**config.mk**
```make
export PLATFORM = sky130hd
export DESIGN_NAME = srp_status_protect
export DESIGN_NICKNAME = d
export VERILOG_FILES = /design/src/rtl/srp_pkg.sv /design/src/rtl/srp_wp_sync.sv /design/src/rtl/srp_block_decode.sv /design/src/rtl/srp_status_core.sv /design/src/rtl/srp_status_protect.sv
export SDC_FILE = /design/constraint.sdc
export NUM_CORES = 1
export LEC_CHECK = 0
export ABC_CLOCK_PERIOD_IN_PS = 3300
export BUFFER_PORTS_ARGS = -buffer_cell sky130_fd_sc_hd__buf_2
export CAP_MARGIN = 20
export CORE_MARGIN = 8
export CORE_UTILIZATION = 42
export CTS_BUF_LIST = sky130_fd_sc_hd__clkbuf_16
export CTS_CLUSTER_SIZE = 25
export DETAILED_ROUTE_END_ITERATION = 16
export GPL_ROUTABILITY_DRIVEN = 0
export HOLD_SLACK_MARGIN = 0.03
export PLACE_DENSITY = 0.79
export SLEW_MARGIN = 20
export SYNTH_ARGS = -nofsm -noshare
export SYNTH_HDL_FRONTEND = slang
export SYNTH_SLANG_ARGS = --single-unit
```
**constraint.sdc**
```tcl
create_clock -name clk -period 3.3 [get_ports clk]
set_input_delay 0 -clock clk [delete_from_list [all_inputs] [get_ports clk]]
set_output_delay 0 -clock clk [all_outputs]
set_load 0.01 [all_outputs]
```
**src/rtl/srp_pkg.sv**
```systemverilog
package srp_pkg;
   localparam int STAT_W   = 8;
   localparam int POS_LOCK = 7;
   localparam int POS_LVLH = 3;
   localparam int POS_LVLL = 2;
   localparam int POS_WEN  = 1;
   localparam int POS_BUSY = 0;

   typedef enum logic [1:0] {
      PL_NONE    = 2'b00,
      PL_QUARTER = 2'b01,
      PL_HALF    = 2'b10,
      PL_ALL     = 2'b11
   } prot_lvl_t;

   typedef enum logic [1:0] {
      SW_IDLE   = 2'b00,
      SW_ARMED  = 2'b01,
      SW_STAGED = 2'b10
   } sw_state_t;

   typedef struct packed {
      logic       lock_en;
      logic [1:0] level;
   } nv_bits_t;
endpackage

```
**src/rtl/srp_wp_sync.sv**
```systemverilog
module srp_wp_sync #(
   parameter int STAGES = 2
) (
   input  logic clk,
   input  logic rst_n,
   input  logic wp_n_i,
   output logic wp_n_o
);
   generate
      if (STAGES == 0) begin : g_bypass
         assign wp_n_o = wp_n_i;
      end else begin : g_chain
         logic [STAGES-1:0] chain_q;
         always_ff @(posedge clk or negedge rst_n) begin
            if (!rst_n) chain_q <= '1;
            else        chain_q <= {chain_q[STAGES-2:0], wp_n_i};
         end
         assign wp_n_o = chain_q[STAGES-1];
      end
   endgenerate
endmodule

```
**src/rtl/srp_block_decode.sv**
```systemverilog
module srp_block_decode
   import srp_pkg::*;
#(
   parameter int ADDR_W = 10
) (
   input  prot_lvl_t          level_i,
   input  logic [ADDR_W-1:0]  addr_i,
   output logic               in_prot_o
);
   localparam int TOP = ADDR_W - 1;

   always_comb begin
      unique case (level_i)
         PL_NONE:    in_prot_o = 1'b0;
         PL_QUARTER: in_prot_o = &addr_i[TOP -: 2];
         PL_HALF:    in_prot_o = addr_i[TOP];
         default:    in_prot_o = 1'b1;
      endcase
   end
endmodule

```
**src/rtl/srp_status_core.sv**
```systemverilog
module srp_status_core
   import srp_pkg::*;
(
   input  logic     clk,
   input  logic     rst_n,
   input  logic     set_wen_i,
   input  logic     clr_wen_i,
   input  logic     stat_wr_i,
   input  nv_bits_t wr_bits_i,
   input  logic     sel_n_i,
   input  logic     hw_lock_i,
   input  logic     busy_i,
   input  logic     cycle_done_i,
   output logic     wen_o,
   output nv_bits_t bits_o,
   output logic     start_o
);
   sw_state_t state_q;
   nv_bits_t  stage_q;
   nv_bits_t  bits_q;
   logic      wen_q;
   logic      start_q;

   always_ff @(posedge clk or negedge rst_n) begin
      if (!rst_n) begin
         state_q <= SW_IDLE;
         stage_q <= '0;
         bits_q  <= '0;
         wen_q   <= 1'b0;
         start_q <= 1'b0;
      end else begin
         start_q <= 1'b0;
         if (cycle_done_i) begin
            wen_q <= 1'b0;
            if (state_q == SW_STAGED) begin
               bits_q  <= stage_q;
               state_q <= SW_IDLE;
            end
         end else if (!busy_i) begin
            if (clr_wen_i)      wen_q <= 1'b0;
            else if (set_wen_i) wen_q <= 1'b1;
            unique case (state_q)
               SW_IDLE: begin
                  if (stat_wr_i && !sel_n_i && wen_q && !hw_lock_i) begin
                     stage_q <= wr_bits_i;
                     state_q <= SW_ARMED;
                  end
               end
               SW_ARMED: begin
                  if (hw_lock_i) begin
                     state_q <= SW_IDLE;
                  end else if (sel_n_i) begin
                     state_q <= SW_STAGED;
                     start_q <= 1'b1;
                  end
               end
               default: ;
            endcase
         end
      end
   end

   assign wen_o   = wen_q;
   assign bits_o  = bits_q;
   assign start_o = start_q;
endmodule

```
**src/rtl/srp_status_protect.sv**
```systemverilog
module srp_status_protect
   import srp_pkg::*;
#(
   parameter int ADDR_W      = 10,
   parameter int SYNC_STAGES = 2
) (
   input  logic              clk,
   input  logic              rst_n,
   input  logic              set_wen_i,
   input  logic              clr_wen_i,
   input  logic              stat_wr_i,
   input  logic [7:0]        stat_data_i,
   input  logic              sel_n_i,
   input  logic              wp_n_i,
   input  logic              busy_i,
   input  logic              cycle_done_i,
   input  logic [ADDR_W-1:0] chk_addr_i,
   output logic [7:0]        status_o,
   output logic              arr_wr_ok_o,
   output logic              stat_wr_ok_o,
   output logic              stat_start_o
);
   generate
      if (ADDR_W < 2) begin : g_bad_addr
         $error("srp_status_protect: ADDR_W must be at least 2");
      end
      if (SYNC_STAGES < 0 || SYNC_STAGES > 3) begin : g_bad_sync
         $error("srp_status_protect: SYNC_STAGES must lie in 0..3");
      end
   endgenerate

   logic     wp_n_s;
   logic     hw_lock;
   logic     wen;
   logic     in_prot;
   nv_bits_t bits;
   nv_bits_t wr_bits;
   logic     unused_data;

   assign wr_bits     = '{lock_en: stat_data_i[POS_LOCK],
                          level:   stat_data_i[POS_LVLH:POS_LVLL]};
   assign unused_data = ^{stat_data_i[6:4], stat_data_i[POS_WEN], stat_data_i[POS_BUSY]};

   srp_wp_sync #(.STAGES(SYNC_STAGES)) i_sync (
      .clk    (clk),
      .rst_n  (rst_n),
      .wp_n_i (wp_n_i),
      .wp_n_o (wp_n_s)
   );

   assign hw_lock = bits.lock_en & ~wp_n_s;

   srp_status_core i_core (
      .clk          (clk),
      .rst_n        (rst_n),
      .set_wen_i    (set_wen_i),
      .clr_wen_i    (clr_wen_i),
      .stat_wr_i    (stat_wr_i),
      .wr_bits_i    (wr_bits),
      .sel_n_i      (sel_n_i),
      .hw_lock_i    (hw_lock),
      .busy_i       (busy_i),
      .cycle_done_i (cycle_done_i),
      .wen_o        (wen),
      .bits_o       (bits),
      .start_o      (stat_start_o)
   );

   srp_block_decode #(.ADDR_W(ADDR_W)) i_decode (
      .level_i   (prot_lvl_t'(bits.level)),
      .addr_i    (chk_addr_i),
      .in_prot_o (in_prot)
   );

   always_comb begin
      if (busy_i) begin
         status_o = '1;
      end else begin
         status_o           = '0;
         status_o[POS_LOCK] = bits.lock_en;
         status_o[POS_LVLH:POS_LVLL] = bits.level;
         status_o[POS_WEN]  = wen;
      end
   end

   assign arr_wr_ok_o  = wen & ~in_prot & ~busy_i;
   assign stat_wr_ok_o = wen & ~hw_lock & ~busy_i;
endmodule

```
# Word level (Yosys, flattened, before mapping)
# Cells that the tools add are included.
# W data, S select, Z words.
# op_classes
n_eq_ne	8
mux	18
bitwise	10
n_reduce_logical	14
# ops
cell	n
$mux W2	6
$mux W1	9
$mux W8	1
$reduce_and A2 Y1	3
$reduce_bool A3 Y1	2
$and A1 B1 Y1	5
$not A1 Y1	5
$reduce_and A5 Y1	1
$eq A2 B1 Y1 const B	2
$eq A2 B2 Y1 const B	2
$logic_not A2 Y1	2
$ne A2 B1 Y1 const B	2
$ne A4 B4 Y1 const B	1
$pmux W2 S2	1
$reduce_and A4 Y1	1
$logic_and A1 B1 Y1	3
$ne A3 B2 Y1 const B	1
$pmux W1 S3	1
$logic_not A1 Y1	2
# word_totals
reg_bits	12
input_bits	27
output_inout_bits	11
word_cells	58

# Logic depth before layout (Yosys ltp)
# Gate-level depths: netlist (run 1).
# logic_depth
depth_word	8
mapped_depth	3
mapped_depth_nobuf	3

# Hierarchy
# Synthesis (run 1) repeated with hierarchy kept, for this count alone.
# unflattened
cells_unflattened	48
area_unflattened_um2	596.8
# by_module_without_submodules
module	n_inst	cells_per_inst	area_per_inst_um2	seq_area_each_um2
srp_status_core	1	31	435.4	250.2
srp_status_protect	1	12	95.1	0.0
srp_wp_sync	1	2	52.6	52.6
srp_block_decode	1	3	13.8	0.0

# Worst setup path before layout (run 1)
# Ideal clock, no wire load.
# synth_path
kind	flip-flop to flip-flop
start	reg i_core.state_q[0]
end	reg i_core.stage_q[0] (netlist name)
setup_time_ps	127
arrival_ps	1065
required_time_ps	3173
setup_slack_ps	2107
stages_incl_launch_ff	4
path_buffers	0
synth_period_minus_slack_ps	1193
cell_sequence	dfrtp_1 > and4bb_1 > nand3_2 > mux2_1
# synth_between
elab_chain_cells	2
# synth_rtl
element	line_no	source
from (decl)	srp_status_core.sv:18	sw_state_t state_q;
from (signal assigned)	srp_status_core.sv:26	state_q <= SW_IDLE;
from (signal assigned)	srp_status_core.sv:37	state_q <= SW_IDLE;
from (signal assigned)	srp_status_core.sv:46	state_q <= SW_ARMED;
$logic_not A2 Y1	srp_status_core.sv:42	unique case (state_q)
$reduce_and A4 Y1 (no source line)	n/a	
to (signal assigned)	srp_status_core.sv:45	stage_q <= wr_bits_i;
to (decl)	srp_status_core.sv:19	nv_bits_t stage_q;
# No other way between the ends.
# A chain may end at the register's enable or synchronous reset.

# Worst setup path in the final report (run 1)
# Same ends and word-level chain as after synthesis.

==> results.json, run 1 <==
{
  "status": "completed",
  "diodes": 0,
  "worstPathMaxFanout": 6,
  "synth_area_um2": 567,
  "ant_nets": 0,
  "grt_first_pass_wirelength_mm": 2.20,
  "hold_path_class": "input port to flip-flop",
  "core_um2": 1280,
  "syn_area_per_cell_um2": 12.6,
  "vias": 460,
  "rsz0062_at_grt": "false",
  "fill_cells": 103,
  "critical-path-slowest-cell": "dfrtp_1",
  "worst_ep_required_time_ns": 3.42,
  "ys_ff_latch": 12,
  "cpPeakStageDelay_ns": 0.42,
  "clk_pin_slew_worst_paths_ns": 0.04,
  "synth_cells": 45,
  "final_util_pct": 64.2,
  "fin_ws_ns": 2.01,
  "grt.total_usage_pct": 11.1,
  "first_pass_iters": 4,
  "wl_mm": 1.25,
  "hpwlAfterDp_um": 901,
  "path_cells": "and4bb_1, nand3_2, mux2_1",
  "dpl_cell_area_um2": 676,
  "die_y_um": 52.7,
  "skew_ns": 0.00392,
  "area_growth_pct": 45.5,
  "grt_pass1_vias": 489,
  "grt_max_degree": 13,
  "synth.distinct_cells": 23,
  "clock_path_buffers": 2,
  "overflow": 0,
  "avgRoutedWirePerCell_um": 13.7,
  "fin_nets": 104,
  "syn-num-nets": 72,
  "clock-root-buffer": "clkbuf_16",
  "p_leak_nw": 0.428,
  "numCtsBuffers": 3,
  "critPathLaunchType": "flip-flop",
  "antenna_found_initial": 0,
  "cellPowerDensity_nw_per_um2": 528,
  "htreeDepth": 1,
  "cp_num_buf_inv": 0,
  "drt_iter0_drc": 6,
  "synth_sequential_area_ratio_pct": 53.4,
  "clock_sinks": 12,
  "critPathKind": "flip-flop to flip-flop",
  "ioPinCount": 38,
  "cts_tree": "yes",
  "setup_viol": 0,
  "finalCritPeriodShare_pct": 39.0,
  "drc": 0,
  "cp_top_family": "flip-flops",
  "via_per_inst": 5.05,
  "slew_violations": 0,
  "setup_tns_ns": 0,
  "max_cap_viol_count": 0,
  "multi_input_area_um2": 230,
  "die-area_um2": 2780,
  "clock.fmax_mhz": 778,
  "post-route-min-period_ns": 1.29,
  "layout-drive-gt1-share_pct": 52.6,
  "ys_warn_count": 0,
  "clock_latency_ns": 0.24,
  "final_area_um2": 825,
  "cp-end-kind": "flip-flop",
  "hold_violations": 0,
  "tightest_slew_ns": 0.272,
  "place_ws_ns": 2.01,
  "cp.arrival_ns": 1.40,
  "ir_worst_vdd_v": 0.000345,
  "die_x_um": 52.7,
  "numPortBuffers": 24,
  "num_rows": 13,
  "relSlewSlack_pct": 81.9,
  "regArea_um2": 303,
  "start_util_pct": 44.1
}
==> layer usage <==
layer  share of wire [%]  global-route usage [%]
met5                   0                       0
met4                 1.8                    6.47
met3                  11                    5.68
met2                  50                    17.8
met1                  38                    11.2
==> registers in the layout, indices dropped and copies added, names as in the netlist <==
name,flops
i_sync.g_chain.chain_q,2
i_core.stage_q,3
i_core.bits_o,3
i_core.state_q,2
i_core.wen_o,1
i_core.start_o,1
==> path summary, 6_finish.rpt <==
kind,startpoint,end,slack (ns),cells after the start
setup / recovery,i_core.state_q[0],i_core.stage_q[0],2.01,3
hold / removal,cycle_done_i,i_core.state_q[1],0.07,2
setup reg to reg,i_core.state_q[0],i_core.stage_q[0],2.01,3
hold reg to reg,i_sync.g_chain.chain_q[0],i_sync.g_chain.chain_q[1],0.35,0
max in group asynchronous,rst_n,i_sync.g_chain.chain_q[1],2.86,2
min in group asynchronous,rst_n,i_core.start_o,0.17,2
==> logic make-up after synthesis <==
kind of cell    synth area share (%)
flops                           53.4
compound gates                  10.2
buf+inv                         5.96
mux                             11.9
simple gates                    18.5
==> synthesized netlist by cell type <==
| master | instances | area, µm² |
|---|---|---|
| dfstp_2 | 2 | 52.6 |
| nand3b_1 | 1 | 7.51 |
| a41oi_1 | 1 | 8.76 |
| or2_2 | 4 | 25.0 |
| nor3_4 | 1 | 16.3 |
| mux2_1 | 3 | 33.8 |
| a221oi_1 | 1 | 8.76 |
| a21oi_1 | 1 | 5.00 |
| nand3_2 | 1 | 10.0 |
| o21ai_0 | 2 | 10.0 |
| dfrtp_1 | 10 | 250 |
| buf_4 | 4 | 30.0 |
| nor2b_1 | 1 | 6.26 |
| a211oi_1 | 1 | 7.51 |
| nand2b_1 | 1 | 6.26 |
| a21bo_2 | 1 | 10.0 |
| and4bb_1 | 1 | 12.5 |
| nor2_1 | 1 | 3.75 |
| mux2_2 | 3 | 33.8 |
| and4_2 | 1 | 10.0 |
| a21o_1 | 1 | 7.51 |
| nand2_1 | 2 | 7.51 |
| inv_1 | 1 | 3.75 |
==> cell usage in the layout (no fill, tap or decap), drive strengths merged <==
cell         synthesis  routed
a211oi               1       1
a21bo                1       1
a21o                 1       1
a21oi                1       1
a221oi               1       1
a41oi                1       1
and4                 1       1
and4bb               1       1
buf                  4      24
clkbuf               0       3
clkinv               0       1
dfrtp               10      10
dfstp                2       2
dlygate4sd3          0       7
inv                  1       1
mux2                 6       6
nand2                2       2
nand2b               1       1
nand3                1       1
nand3b               1       1
nor2                 1       1
nor2b                1       1
nor3                 1       1
o21ai                2       2
or2                  4       4
==> per-stage QoR <==
stage          hold slack, ns  std cells  power, mW
5_1_grt                0.0794         91      0.457
4_1_cts                0.0630         91      0.441
2_1_floorplan          -0.296         45      0.193
3_5_place_dp           -0.110         80      0.213
3_3_place_gp           -0.117         80      0.212
6_report               0.0667         91      0.435
==> area by class of cell <==
cell class | count | share of cell area, %
Sequential cell | 12 | 36.7
Multi-Input combinational cell | 28 | 27.9
Inverter | 1 | 0.455
Tap cell | 15 | 2.28
Clock inverter | 1 | 0.455
Clock buffer | 3 | 9.10
Timing Repair Buffer | 31 | 23.1
==> power by group <==
group          internal [mW]  switching [mW]  total [mW]
Clock                  0.159          0.0592       0.218
Sequential             0.160         0.00714       0.167
Combinational         0.0285          0.0216      0.0501
==> worst register-to-register path, delay by kind of cell, from the launching register on <==
family	cells	cell delay [ns]
flops	1	0.42
simple gates	2	0.42
mux	1	0.33
==> repair_timing <==
action                                 in CTS  in global routing
endpoints found under the hold margin      17                  0
buffers inserted                            0                  0
gates resized for setup                     0                  0
hold buffers                                7                  0
(Power assumes the default switching activity.)
==> run 2, diff against run 1 <==
--- a/config.mk
+++ b/config.mk
@@ -5,17 +5,17 @@
 export SDC_FILE = /design/constraint.sdc
 export NUM_CORES = 1
 export LEC_CHECK = 0
-export ABC_CLOCK_PERIOD_IN_PS = 3300
+export ABC_CLOCK_PERIOD_IN_PS = 1200
 export BUFFER_PORTS_ARGS = -buffer_cell sky130_fd_sc_hd__buf_2
 export CAP_MARGIN = 20
 export CORE_MARGIN = 8
-export CORE_UTILIZATION = 42
+export CORE_UTILIZATION = 39
 export CTS_BUF_LIST = sky130_fd_sc_hd__clkbuf_16
 export CTS_CLUSTER_SIZE = 25
 export DETAILED_ROUTE_END_ITERATION = 16
 export GPL_ROUTABILITY_DRIVEN = 0
 export HOLD_SLACK_MARGIN = 0.03
-export PLACE_DENSITY = 0.79
+export PLACE_DENSITY = 0.74
 export SLEW_MARGIN = 20
 export SYNTH_ARGS = -nofsm -noshare
 export SYNTH_HDL_FRONTEND = slang
==> constraint.sdc (replaced) <==
create_clock -name clk -period 1.2 [get_ports clk]
set_input_delay 0 -clock clk [delete_from_list [all_inputs] [get_ports clk]]
set_output_delay 0 -clock clk [all_outputs]
set_load 0.01 [all_outputs]
==> run 2 against run 1 <==
Compared with the run above: the run now ends with setup timing left; sequential power grew to 2.7 times the previous value; clock-buffer cell count is the same; first-iteration DRC count shrank 67%; highest routed layer unchanged; critical endpoint is now i_core.stage_q[1].
==> results.json, run 2 (synthesis results as in run 1) <==
{
  "clock_latency_ns": 0.24,
  "critPathLaunchType": "flip-flop",
  "cp.arrival_ns": 1.36,
  "max_cap_viol_count": 0,
  "skew_ns": 0.000682,
  "status": "finished, violations left",
  "regArea_um2": 303,
  "hold_violations": 0,
  "core_um2": 1330,
  "overflow": 0,
  "clock_path_buffers": 2,
  "clock_sinks": 12,
  "avgRoutedWirePerCell_um": 14.7,
  "diodes": 0,
  "htreeDepth": 1,
  "final_common_cell": "buf_2",
  "setup_tns_ns": -0.0954,
  "die-area_um2": 2930,
  "ant_nets": 0,
  "critPathKind": "flip-flop to flip-flop",
  "cp-end-kind": "flip-flop",
  "slew_violations": 0,
  "seqPwrFrac_pct": 37.6,
  "vias": 467,
  "worstPathMaxFanout": 4,
  "post-route-min-period_ns": 1.24,
  "pwr-share-clk_pct": 50.0,
  "fin_ws_ns": -0.0352,
  "swShare_pct": 21.1,
  "antenna_found_initial": 0,
  "fin_nets": 107,
  "grt_max_degree": 13,
  "area_growth_pct": 50.6,
  "power.internal_mw": 0.964,
  "comb_power_share_pct": 12.4,
  "violations": "setup timing",
  "finalCritPeriodShare_pct": 103,
  "wl_mm": 1.38,
  "final_cell_mix": "24 x buf_2, 10 x dfrtp_1, 7 x dlygate4sd3_1",
  "clk_pin_slew_worst_paths_ns": 0.04,
  "grt_first_pass_wirelength_mm": 2.22,
  "layout-drive-gt1-share_pct": 55.7,
  "p_leak_nw": 0.446,
  "via_per_inst": 4.97,
  "tightest_slew_ns": 0.274,
  "first_pass_iters": 4,
  "relSlewSlack_pct": 81.7,
  "die_x_um": 54.1,
  "ioPinCount": 38,
  "die_y_um": 54.1,
  "start_util_pct": 42.5,
  "clock-root-buffer": "clkbuf_16",
  "num_rows": 13,
  "grt.total_usage_pct": 11.1,
  "cts_tree": "yes",
  "multi_input_area_um2": 236,
  "drt_iter0_drc": 2,
  "clock.fmax_mhz": 810,
  "numCtsBuffers": 3,
  "worst_ep_required_time_ns": 1.32,
  "hold_path_class": "input port to flip-flop",
  "grt_pass1_vias": 519,
  "rsz0062_at_grt": "true",
  "drc": 0,
  "hold_ws_ns": 0.0432,
  "fill_cells": 106,
  "setup_viol": 4,
  "cellPowerDensity_nw_per_um2": 1430,
  "ir_worst_vdd_v": 0.000972,
  "numPortBuffers": 24,
  "p_sw_mw": 0.258
}
==> run 2: cell types whose count changed in the layout (fill, tap and decap cells not counted), sizes merged <==
cell and delta:
buf +3
==> run 2: layout make-up <==
type,count,share of cell area (%)
tap,15,2.20
sequential,12,35.5
timing repair buffer,34,24.9
clock buffer,3,8.80
clock inverter,1,0.440
inverter,1,0.440
multi-input combinational,28,27.7
==> run 2: layer usage <==
| metal | vias up | global-route usage [%] | part of all wire, % |
|---|---|---|---|
| met1 | 214 | 9.21 | 36 |
| li1 | 227 | - | - |
| met4 | 0 | 9.84 | 4.0 |
| met3 | 5 | 5.79 | 10 |
| met2 | 21 | 18.7 | 50 |
| met5 | - | 0 | 0 |
==> run 2: critical path, cell delays in order (launching register included) <==
cell,delay (ns)
dfstp_2,0.52
nand2b_1,0.13
nand3_2,0.13
mux2_1,0.33
==> run 2: repair_timing <==
item | 4_1_cts | 5_1_grt
pin swaps | 1 | 1
hold endpoints to repair | 17 | 0
buffers inserted | 0 | 1
resized for setup | 1 | 0
hold buffers | 7 | 0
setup endpoints to repair | 4 | 7
==> run 2: stage by stage <==
stage          util, %  power, mW  cells  area [µm²]  worst slack [ns]
6_report          64.0       1.22     94         853           -0.0352
3_3_place_gp      51.8      0.588     82         691          -0.00473
4_1_cts           63.4       1.24     93         846           -0.0596
2_1_floorplan        -      0.531     45         567           0.00714
5_1_grt           64.0       1.28     94         853           -0.0955
3_5_place_dp      51.8      0.595     82         691           -0.0518
==> run 2: power by group through the flow <==
stage          combinational, mW  clock (mW)  sequential, mW
3_5_place_dp               0.130           0           0.465
5_1_grt                    0.167       0.654           0.463
2_1_floorplan             0.0713           0           0.460
6_report                   0.151       0.611           0.459
3_3_place_gp               0.125           0           0.463
4_1_cts                    0.149       0.628           0.460
==> run 2: final timing paths <==
check,cells past startpoint,slack (ns),from,end
worst max-delay path,3,-0.04,i_sync.g_chain.chain_q[1],i_core.stage_q[1]
worst min-delay path,2,0.04,cycle_done_i,i_core.state_q[1]
worst max register to register,3,-0.04,i_sync.g_chain.chain_q[1],i_core.stage_q[1]
worst min register to register,0,0.36,i_sync.g_chain.chain_q[0],i_sync.g_chain.chain_q[1]
max in group asynchronous,2,0.76,rst_n,i_sync.g_chain.chain_q[0]
min in group asynchronous,2,0.17,rst_n,i_core.start_o
